--- src/rtl/mcc_pkg.sv ---
`timescale 1ns/1ps
package mcc_pkg;
  typedef enum logic [1:0] {
    CYC_IDLE  = 2'd0,
    CYC_READ  = 2'd1,
    CYC_WRITE = 2'd2
  } cyc_kind_e;
endpackage

--- src/rtl/mcc_phase_gen.sv ---
`timescale 1ns/1ps
module mcc_phase_gen #(
  parameter int PHASES = 8,
  parameter int PH_W   = $clog2(PHASES)
) (
  input  logic            clk_i,
  input  logic            rst_ni,
  output logic [PH_W-1:0] phase_o,
  output logic            last_o
);
  localparam logic [PH_W-1:0] LAST_PH = PH_W'(PHASES - 1);

  logic [PH_W-1:0] phase_q;

  always_ff @(posedge clk_i or negedge rst_ni) begin
    if (!rst_ni)               phase_q <= '0;
    else if (phase_q == LAST_PH) phase_q <= '0;
    else                       phase_q <= phase_q + 1'b1;
  end

  assign phase_o = phase_q;
  assign last_o  = (phase_q == LAST_PH);

  p_phase_wrap_r2: assert property (@(posedge clk_i) disable iff (!rst_ni)
    last_o |=> (phase_q == '0));
  p_phase_step_r2: assert property (@(posedge clk_i) disable iff (!rst_ni)
    !last_o |=> (phase_q == $past(phase_q) + 1'b1));
endmodule

--- src/rtl/mcc_cycle_reg.sv ---
`timescale 1ns/1ps
module mcc_cycle_reg
  import mcc_pkg::*;
#(
  parameter int ADDR_W = 16
) (
  input  logic              clk_i,
  input  logic              rst_ni,
  input  logic              load_i,
  input  logic [ADDR_W-1:0] addr_i,
  input  logic              req_i,
  input  logic              wr_i,
  output logic [ADDR_W-1:0] addr_o,
  output cyc_kind_e         kind_o
);
  logic [ADDR_W-1:0] addr_q;
  cyc_kind_e         kind_q;

  always_ff @(posedge clk_i or negedge rst_ni) begin
    if (!rst_ni) begin
      addr_q <= '0;
      kind_q <= CYC_IDLE;
    end else if (load_i) begin
      addr_q <= addr_i;
      kind_q <= !req_i ? CYC_IDLE : (wr_i ? CYC_WRITE : CYC_READ);
    end
  end

  assign addr_o = addr_q;
  assign kind_o = kind_q;

  // inputs outside the cycle boundary must not leak in
  p_attr_hold_r3: assert property (@(posedge clk_i) disable iff (!rst_ni)
    !load_i |=> ($stable(addr_q) && $stable(kind_q)));
endmodule

--- src/rtl/mcc_strobe_gen.sv ---
`timescale 1ns/1ps
module mcc_strobe_gen
  import mcc_pkg::*;
#(
  parameter int PH_W     = 3,
  parameter int TPA_PH   = 1,
  parameter int WR_FIRST = 5,
  parameter int WR_LAST  = 6
) (
  input  logic [PH_W-1:0] phase_i,
  input  cyc_kind_e       kind_i,
  output logic            tpa_o,
  output logic            mrd_no,
  output logic            mwr_o
);
  localparam logic [PH_W-1:0] TPA_V = PH_W'(TPA_PH);
  localparam logic [PH_W-1:0] WR1_V = PH_W'(WR_FIRST);
  localparam logic [PH_W-1:0] WR2_V = PH_W'(WR_LAST);

  logic wr_window;

  always_comb begin
    wr_window = (phase_i >= WR1_V) && (phase_i <= WR2_V);
    tpa_o     = (kind_i != CYC_IDLE) && (phase_i == TPA_V);
    mrd_no    = (kind_i != CYC_READ);
    mwr_o     = (kind_i == CYC_WRITE) && wr_window;
  end
endmodule

--- src/rtl/mem_cycle_ctrl.sv ---
`timescale 1ns/1ps
module mem_cycle_ctrl
  import mcc_pkg::*;
#(
  parameter int MA_W     = 8,
  parameter int ADDR_W   = 2 * MA_W,
  parameter int PHASES   = 8,
  parameter int PH_W     = $clog2(PHASES),
  parameter int TPA_PH   = 1,
  parameter int LOW_PH   = 2,
  parameter int WR_FIRST = 5,
  parameter int WR_LAST  = 6
) (
  input  logic              clk_i,
  input  logic              rst_ni,
  input  logic [ADDR_W-1:0] addr_i,
  input  logic              req_i,
  input  logic              wr_i,
  output logic [MA_W-1:0]   ma_o,
  output logic              tpa_o,
  output logic              mrd_no,
  output logic              mwr_o,
  output logic [PH_W-1:0]   phase_o
);
  localparam logic [PH_W-1:0] LOW_V = PH_W'(LOW_PH);

  logic              last_ph;
  logic [ADDR_W-1:0] cyc_addr;
  cyc_kind_e         cyc_kind;

  mcc_phase_gen #(.PHASES(PHASES), .PH_W(PH_W)) i_phase (
    .clk_i  (clk_i),
    .rst_ni (rst_ni),
    .phase_o(phase_o),
    .last_o (last_ph)
  );

  mcc_cycle_reg #(.ADDR_W(ADDR_W)) i_cyc (
    .clk_i (clk_i),
    .rst_ni(rst_ni),
    .load_i(last_ph),
    .addr_i(addr_i),
    .req_i (req_i),
    .wr_i  (wr_i),
    .addr_o(cyc_addr),
    .kind_o(cyc_kind)
  );

  mcc_strobe_gen #(
    .PH_W(PH_W), .TPA_PH(TPA_PH), .WR_FIRST(WR_FIRST), .WR_LAST(WR_LAST)
  ) i_strb (
    .phase_i(phase_o),
    .kind_i (cyc_kind),
    .tpa_o  (tpa_o),
    .mrd_no (mrd_no),
    .mwr_o  (mwr_o)
  );

  // high byte before the low-byte switch point, low byte after
  assign ma_o = (phase_o < LOW_V) ? cyc_addr[ADDR_W-1 -: MA_W] : cyc_addr[MA_W-1:0];

  p_ma_hold_r4: assert property (@(posedge clk_i) disable iff (!rst_ni)
    (phase_o > LOW_V) |-> $stable(ma_o));
  p_tpa_single_r5: assert property (@(posedge clk_i) disable iff (!rst_ni)
    tpa_o |=> !tpa_o);
  p_mrd_steady_r6: assert property (@(posedge clk_i) disable iff (!rst_ni)
    (phase_o != '0) |-> $stable(mrd_no));
  p_rd_wr_excl_r7: assert property (@(posedge clk_i) disable iff (!rst_ni)
    !(mwr_o && !mrd_no));
  p_mwr_settled_r7: assert property (@(posedge clk_i) disable iff (!rst_ni)
    mwr_o |-> ($stable(ma_o) && !tpa_o));
endmodule

--- config.mk ---
export PLATFORM = sky130hd
export DESIGN_NAME = mem_cycle_ctrl
export DESIGN_NICKNAME = d
export VERILOG_FILES = /design/src/rtl/mcc_pkg.sv /design/src/rtl/mcc_phase_gen.sv /design/src/rtl/mcc_cycle_reg.sv /design/src/rtl/mcc_strobe_gen.sv /design/src/rtl/mem_cycle_ctrl.sv
export SDC_FILE = /design/constraint.sdc
export NUM_CORES = 1
export LEC_CHECK = 0
export BUFFER_PORTS_ARGS = -buffer_cell sky130_fd_sc_hd__buf_2
export CORE_MARGIN = 2
export CORE_UTILIZATION = 48
export CTS_BUF_LIST = sky130_fd_sc_hd__clkbuf_16
export CTS_CLUSTER_SIZE = 14
export DETAILED_ROUTE_END_ITERATION = 10
export GPL_TIMING_DRIVEN = 0
export PLACE_DENSITY = 0.77
export SYNTH_ARGS = -nofsm -noshare
export SYNTH_HDL_FRONTEND = slang
export SYNTH_HIERARCHICAL = 1
export SYNTH_SLANG_ARGS = --single-unit
--- constraint.sdc ---
create_clock -name clk_i -period 1.8 [get_ports clk_i]
set_input_delay 0.18 -clock clk_i [delete_from_list [all_inputs] [get_ports clk_i]]
set_output_delay 0.18 -clock clk_i [all_outputs]
set_load 0.05 [all_outputs]
# --- Word-level counts from Yosys, hierarchy flattened ---
# Cells that the tools add are included.
totals:
  regBits: 21
  word_cells: 19
classes:
  addsub: 1
  magnitude_cmp: 3
  n_eq_ne: 4
  muxes: 4
  n_reduce_logical: 4
op_table:
  columns: ["cell", "n"]
  rows:
  - ["8-bit two-way mux", 1]
  - ["2-bit two-way mux", 2]
  - ["3-bit by 1-bit adder with 3-bit output, second input constant", 1]
  - ["3-bit by 1-bit equality test with 1-bit output, second input constant", 1]
  - ["3-bit equality test, second input constant", 1]
  - ["3-bit greater-or-equal comparator, second input constant", 1]
  - ["3-bit <= comparator, second input constant", 1]
  - ["1-bit logical AND", 3]
  - ["3-bit by 2-bit < comparator with 1-bit output, second input constant", 1]
  - ["3-bit two-way mux", 1]
  - ["2-bit equality test, second input constant", 1]
  - ["2-bit by 1-bit != test with 1-bit output, second input constant", 1]
  - ["2-bit nonzero test", 1]

# --- Longest topological paths before layout ---
# Gate-level depths: netlist of run 1.
logic_depth:
  word_depth: 3
  depth_mapped: 5
  mapped_depth_nobuf: 4

# --- Modules after synthesis ---
# The synthesis of run 1 kept the hierarchy.
modules_own_cells:
  columns: ["mod", "instances", "cells_per_inst", "area_per_inst_um2"]
  rows:
  - ["mcc_cycle_reg", 1, 42, 743.2]
  - ["mcc_phase_gen", 1, 6, 103.8]
  - ["mem_cycle_ctrl", 1, 9, 101.3]
  - ["mcc_strobe_gen", 1, 6, 47.5]

# --- Least setup slack after synthesis of run 1 ---
# No wires, ideal clock.
synth_path:
  kind: "reg-to-output"
  start: "reg i_phase.phase_q[1], in the netlist i_phase/phase_o[1]"
  end: "out tpa_o"
  t_arrival_ns: 1.673
  required_time_ns: 1.620
  setup_slack_ns: -0.053
  stages_incl_launch_ff: 2
  n_path_buf: 0
  cell_sequence: "dfrtp_1 > nor4b_2"
synth_between:
  elab_chain_cells: 2
synth_lines:
  columns: ["item", "line_no", "text"]
  rows:
  - ["start: declaration", "mcc_phase_gen.sv:13", "logic [PH_W-1:0] phase_q;"]
  - ["start signal: assignment", "mcc_phase_gen.sv:18", "else phase_q <= phase_q + 1'b1;"]
  - ["3-bit by 1-bit equality test with 1-bit output", "mcc_strobe_gen.sv:24", "tpa_o = (kind_i != CYC_IDLE) && (phase_i == TPA_V);"]
  - ["1-bit logical AND", "mcc_strobe_gen.sv:24", null]
  - ["end: declaration", "mem_cycle_ctrl.sv:20", "output logic tpa_o,"]
# No other way between the ends.

# --- Worst setup path after layout of run 1 ---
layout_path:
  start: "reg i_phase.phase_q[2], in the netlist i_phase/phase_o[2]"
  end: "out ma_o[7]"
layout_between:
  elab_chain_cells: 2
layout_lines:
  columns: ["item", "line_no", "text"]
  rows:
  - ["3-bit by 2-bit < comparator with 1-bit output", "mem_cycle_ctrl.sv:60", "assign ma_o = (phase_o < LOW_V) ? cyc_addr[ADDR_W-1 -: MA_W] : cyc_addr[MA_W-1:0];"]
  - ["8-bit two-way mux", "mem_cycle_ctrl.sv:60", null]
  - ["end: declaration", "mem_cycle_ctrl.sv:19", "output logic [MA_W-1:0] ma_o,"]
# No other way between the ends.

==> results of run 1 <==
## routing by layer
metal	track usage [%]	up-vias	share of wire (%)
met1	19.88	305	46
met2	25.56	23	47
met5	0	-	0
met4	6.944	0	0.64
li1	-	299	-
met3	6.970	2	6.7
## worst reg2reg max path: cells and delay by family, from the launching register on
kind                       cells  cell delay (ns)
adders and majority gates      2             0.44
buffers and inverters          1             0.18
DFF                            1             0.43
muxes                          1             0.30
## cell type report
class | instances | area (sq um) | area share [%]
plain buffers | 2 | 22.52 | 1.724
clock buffers | 3 | 75.07 | 5.747
clock inverters | 1 | 5.005 | 0.3831
flip-flops and latches | 21 | 528.0 | 40.42
multi-input cells | 38 | 449.2 | 34.39
well taps | 27 | 33.78 | 2.586
inverters | 2 | 7.507 | 0.5747
repair buffers | 35 | 185.2 | 14.18
## what timing repair did
item,CTS,global route
setup buffers,0,1
setup endpoints to repair,0,8
hold endpoints to repair,21,0
hold buffers,1,0
resized for setup,0,3
## final timing paths
| path | depth (start not counted) | from | to | slack (ns) |
|---|---|---|---|---|
| setup / recovery | 3 | i_phase/phase_o[2] | ma_o[7] | 0.08 |
| max in group asynchronous | 2 | rst_ni | i_phase/phase_o[1] | 1.05 |
| hold / removal | 2 | addr_i[14] | i_cyc/addr_o[14] | 0.16 |
| setup reg to reg | 4 | i_phase/phase_o[0] | i_cyc/addr_o[7] | 0.33 |
| hold reg to reg | 1 | i_cyc/addr_o[11] | i_cyc/addr_o[11] | 0.51 |
| min in group asynchronous | 2 | rst_ni | i_cyc/kind_o[0] | 0.41 |
## flip-flops by register name, indices dropped and copies added (netlist names)
register	flops
i_cyc/addr_o	16
i_phase/phase_o	3
i_cyc/kind_o	2
## power groups by stage
stage | combinational, mW | sequential, mW | clock, mW
2_1_floorplan | 0.0872 | 0.510 | 0
3_3_place_gp | 0.128 | 0.512 | 0
3_5_place_dp | 0.131 | 0.513 | 0
4_1_cts | 0.132 | 0.505 | 0.475
5_1_grt | 0.140 | 0.508 | 0.501
6_report | 0.131 | 0.505 | 0.462
## per-stage QoR
step	setup WS [ns]	hold slack, ns	std cells
floorplan	-0.009900	-0.1156	63
global placement	0.2808	0.1555	123
detailed placement	0.2551	0.1636	123
CTS	0.01097	0.1529	128
global route	0.002791	0.1443	129
finish	0.08001	0.1563	129
## cell usage in the layout, fill, tap and decap left out
cell type,n
dfrtp_2,2
o21ai_0,2
clkbuf_16,3
buf_2,32
buf_4,1
nand2b_1,1
dlygate4sd3_1,1
nor2_1,2
clkinv_2,1
nor3_2,1
inv_1,2
xnor2_1,1
nand3b_1,1
buf_6,2
dfrtp_1,19
ha_1,2
nor2_4,1
nand2_1,1
mux2_4,16
mux2_2,8
nor4b_4,1
clkbuf_4,1
nand3_1,1
## logic make-up after synthesis
family / share of synthesized area, %
buf+inv: 3.015
xor+xnor: 0.8796
compound gates: 1.005
fa+ha+maj: 2.512
flops: 52.76
mux: 33.17
simple gates: 6.658
==> results.py, run 1 <==
metrics = {
    "cells_and_area": {
        "fillers": 169,
        "final_util_pct": 66.58,
        "final_nets": 125,
        "final_area_sq_mm": 0.001306,
        "antenna_cells": 0,
        "drive_gt1_share_pct": 67.65,
        "syn_to_final_growth_pct": 31.16,
    },
    "routing": {
        "drc": 0,
        "num_vias": 629,
        "ant_nets": 0,
        "dr.pass1.iters": 4,
        "wl_per_cell_um": 13.25,
        "drt-total-wl_mm": 1.709,
        "vias_per_cell": 4.876,
        "drtIter0Drc": 3,
    },
    "synthesis": {
        "yosysTopAreaCell": "dfrtp_1",
        "synth_flop_cell": "dfrtp_1",
        "yosysMostFrequentCell": "dfrtp_1",
        "ys_top_cells_by_count": "dfrtp_1, mux2_4, mux2_2",
        "ys_ff_latch": 21,
        "syn_avg_cell_area_sq_um": 15.81,
        "yosysUniqueCellTypes": 16,
        "ys_top_cells_by_area": "dfrtp_1, mux2_4, mux2_2, ha_1, buf_6",
        "synth_cells": 63,
        "yosysSeqAreaShare_pct": 52.76,
        "ys.warnings.count": 6,
        "synth-async-reset-ratio_pct": 100.0,
        "synth_fp_nets": 85,
        "synth.top_cell.area_share_pct": 52.76,
        "syn_area_sq_um": 996.0,
        "synth_edf_count": 0,
    },
    "sta": {
        "rsz0062_at_grt": "no",
        "final.setup.tns_ns": 0,
        "worst_pin_slew_ns": 0.4615,
        "hold_viol": 0,
        "setup_viol": 0,
        "period_needed_ns": 1.720,
        "fmax_mhz": 581.4,
        "final.period_utilization_pct": 95.56,
        "skew_ns": 0.003560,
        "slew_violations": 0,
        "relSlewSlack_pct": 69.23,
    },
    "job": {
        "drv_cap": 0,
    },
    "setup_path": {
        "path_delay_family": "flip-flops",
        "worstSetupPathType": "reg -> out",
        "slowest_stage": "dfrtp_2",
        "critPathBufInv": 1,
        "startpoint_type": "flop",
        "cp_max_fo": 8,
        "crit_arrival_ns": 1.54,
        "cp_data_required_time_ns": 1.62,
        "worstSetupEndpointType": "primary output",
        "max_stage_delay_ns": 0.46,
        "worstPathCellList": "nor2_4 > mux2_2 > clkbuf_4",
    },
    "hold_path": {
        "worstHoldPathType": "in -> reg",
    },
    "global_route": {
        "grt_pass1_wl_mm": 3.015,
        "grt-ovfl-total": 0,
        "grt_pass1_vias": 684,
        "antenna_found_initial": 0,
        "grt_max_degree": 22,
        "grt_use_total_pct": 16.42,
    },
    "placed_design": {
        "place_congestion": 0.6411,
        "postPlaceCellArea_sq_mm": 0.001204,
        "dp_hpwl_mm": 1.254,
        "portBuffers": 33,
    },
    "floorplanning": {
        "core_sq_mm": 0.001962,
        "die_h_um": 49.55,
        "die_x_um": 49.55,
        "rows": 16,
        "die_area_sq_mm": 0.002455,
        "ioPinCount": 34,
        "initial_core_util_pct": 50.77,
    },
    "power_and_ir_drop": {
        "switching_power_mw": 0.2482,
        "p_leak_nw": 0.6485,
        "ir_worst_vdd_v": 0.0009406,
        "swShare_pct": 22.62,
        "report.power.total_mw": 1.098,
        "internal_power_mw": 0.8493,
        "clkPwrFrac_pct": 42.1,
        "cellPowerDensity_mw_per_mm2": 840.2,
        "p_comb_share_pct": 11.9,
        "seq_power_share_pct": 46.0,
    },
    "clocking": {
        "cts_buffers": 3,
        "cts_tree": "yes",
        "clock_sinks": 21,
        "worstSkewPairLatency_ns": 0.25,
        "root_buffer": "clkbuf_16",
        "cts_htree_levels": 1,
        "clock_path_buffers": 2,
        "clkTransAtPathRegs_ns": 0.06,
    },
    "status": {
        "status": "finished, final reports clean",
    },
}
(Power assumes the default switching activity.)
==> run 2: changes to the inputs <==
--- a/config.mk
+++ b/config.mk
@@ -12,7 +12,7 @@
 export CTS_CLUSTER_SIZE = 14
 export DETAILED_ROUTE_END_ITERATION = 10
 export GPL_TIMING_DRIVEN = 0
-export PLACE_DENSITY = 0.77
+export PLACE_DENSITY_LB_ADDON = 0.2
 export SYNTH_ARGS = -nofsm -noshare
 export SYNTH_HDL_FRONTEND = slang
 export SYNTH_HIERARCHICAL = 1
==> run 2 against run 1 <==
Net effect:
- final area increased by 1.7%
- sequential cell count unchanged
- critical path depth unchanged
- combinational power hardly changed
- sequential share of layout area down 0.69 points
- final cell count is 2.3% higher
- clock power down 1%
- global-route usage rose by 0.36 points
- sequential power is essentially flat
- register-to-register slack worse by 0.13 ns
- critical path type unchanged
- largest cell class unchanged
- largest power group unchanged
==> results.py, run 2 (same netlist as run 1, synthesis figures left out) <==
metrics = {
    "global_route": {
        "met2_usage_pct": 26.44,
        "met1_usage_pct": 23.00,
        "grt_pass1_wl_mm": 3.070,
        "grtUsageMet3_pct": 1.818,
        "grt-ovfl-total": 0,
        "grt_use_total_pct": 16.78,
        "antenna_found_initial": 0,
        "grt_pass1_vias": 653,
        "busiest_layer": "met2",
        "grt_max_degree": 22,
    },
    "setup_path": {
        "ff2ff_path_depth": 5,
        "cp_data_required_time_ns": 1.62,
        "cp_max_fo": 8,
        "startpoint_type": "flop",
        "worstSetupEndpointType": "primary output",
        "r2r_start": "i_phase/phase_o[1]",
        "worstSetupPathType": "reg -> out",
        "crit_arrival_ns": 1.56,
        "startpoint": "i_phase/phase_o[2]",
    },
    "routing": {
        "drt-total-wl_mm": 1.848,
        "drc": 0,
        "wl_per_cell_um": 14.00,
        "drtIter0Drc": 4,
        "num_vias": 609,
        "ant_nets": 0,
        "dr.pass1.iters": 3,
        "vias_per_cell": 4.614,
    },
    "cells_and_area": {
        "final_util_pct": 67.73,
        "mostFrequentLayoutCell": "buf_2",
        "final_nets": 128,
        "final-instance-count-excl-fill": 132,
        "syn_to_final_growth_pct": 33.42,
        "final_cell_mix": "buf_2, dfrtp_1, mux2_4",
        "largest_reg_flops": 16,
        "drive_gt1_share_pct": 68.57,
        "antenna_cells": 0,
    },
    "power_and_ir_drop": {
        "seq_power_share_pct": 46.2,
        "switching_power_mw": 0.2442,
        "clkPwrFrac_pct": 41.7,
        "p_comb_share_pct": 12.0,
        "cellPowerDensity_mw_per_mm2": 822.8,
        "p_leak_nw": 0.6648,
        "ir_worst_vdd_v": 0.0005197,
        "swShare_pct": 22.34,
        "internal_power_mw": 0.8490,
    },
    "hold_path": {
        "min_from": "addr_i[1]",
        "worstHoldPathType": "in -> reg",
        "whs_path_depth": 2,
    },
    "job": {
        "drv_cap": 0,
    },
    "clocking": {
        "cts_buffers": 3,
        "clock_sinks": 21,
        "worstSkewPairLatency_ns": 0.25,
        "clkTransAtPathRegs_ns": 0.05,
        "cts_tree": "yes",
        "root_buffer": "clkbuf_16",
        "clock_path_buffers": 2,
        "cts_htree_levels": 1,
    },
    "sta": {
        "relSlewSlack_pct": 69.32,
        "rsz0062_at_grt": "no",
        "slew_violations": 0,
        "fmax_mhz": 575.1,
        "hold-worst-slack_ns": 0.1584,
        "setup_viol": 0,
        "final.period_utilization_pct": 96.60,
        "hold_viol": 0,
        "period_needed_ns": 1.739,
        "skew_ns": 0.001156,
        "setup_slack_ns": 0.06122,
        "worst_pin_slew_ns": 0.4601,
    },
    "placed_design": {
        "place_ws_ns": 0.2459,
        "place_congestion": 0.6545,
        "portBuffers": 33,
        "dpl.cell_count": 123,
        "dp_hpwl_mm": 1.211,
    },
    "floorplanning": {
        "core_sq_mm": 0.001962,
        "die_x_um": 49.55,
        "die_area_sq_mm": 0.002455,
        "die_h_um": 49.55,
        "ioPinCount": 34,
        "rows": 16,
        "initial_core_util_pct": 50.77,
    },
    "status": {
        "status": "finished, final reports clean",
    },
}
## run 2: cell type report
cell class / count / area (sq um)
clock buffer: 3 / 75.07
fill: 164 / 633.1
inverter: 2 / 7.507
clock inverter: 1 / 5.005
tap: 27 / 33.78
buffer: 2 / 22.52
multi-input combinational: 38 / 449.2
timing repair buffer: 38 / 207.7
sequential: 21 / 528.0
## run 2: path summary, 6_finish.rpt
path | endpoint | slack, ns
max in group asynchronous | i_phase/phase_o[1] | 1.05
worst max register to register | i_cyc/addr_o[14] | 0.20
worst min-delay path | i_cyc/addr_o[1] | 0.16
worst min register to register | i_cyc/addr_o[6] | 0.51
min in group asynchronous | i_cyc/kind_o[0] | 0.41
worst max-delay path | ma_o[4] | 0.06
## run 2: per-layer routing
metal	routed length [um]	part of all wire (%)
met1	896	48
met2	852	46
met3	87	4.7
met4	12	0.65
met5	0	0
## run 2: critical path, stage by stage, from the launching register on
cell and delay, ns:
dfrtp_2 0.45, nor2_4 0.26, mux2_2 0.38, clkbuf_4 0.22
## run 2: metrics by stage
step	TNS [ns]	power (mW)	instance area, sq um
2_1_floorplan	-0.09900	0.5967	1005
3_3_place_gp	0	0.6402	1204
3_5_place_dp	0	0.6429	1204
4_1_cts	0	1.108	1295
5_1_grt	0	1.140	1329
6_report	0	1.093	1329
## run 2: power by group through the flow
| stage | clock network [mW] | logic [mW] | registers (mW) |
|---|---|---|---|
| finish | 0.456 | 0.132 | 0.505 |
| global route | 0.491 | 0.141 | 0.508 |
| CTS | 0.471 | 0.132 | 0.505 |
| detailed placement | 0 | 0.130 | 0.513 |
| global placement | 0 | 0.128 | 0.512 |
| floorplan | 0 | 0.0872 | 0.510 |
## run 2: repair_timing
| action | in CTS | in global routing |
|---|---|---|
| setup endpoints to repair | 1 | 8 |
| hold buffers | 1 | 0 |
| setup buffers | 0 | 4 |
| endpoints found under the hold margin | 21 | 0 |
| gates resized for setup | 1 | 2 |
| pin swaps | 1 | 1 |
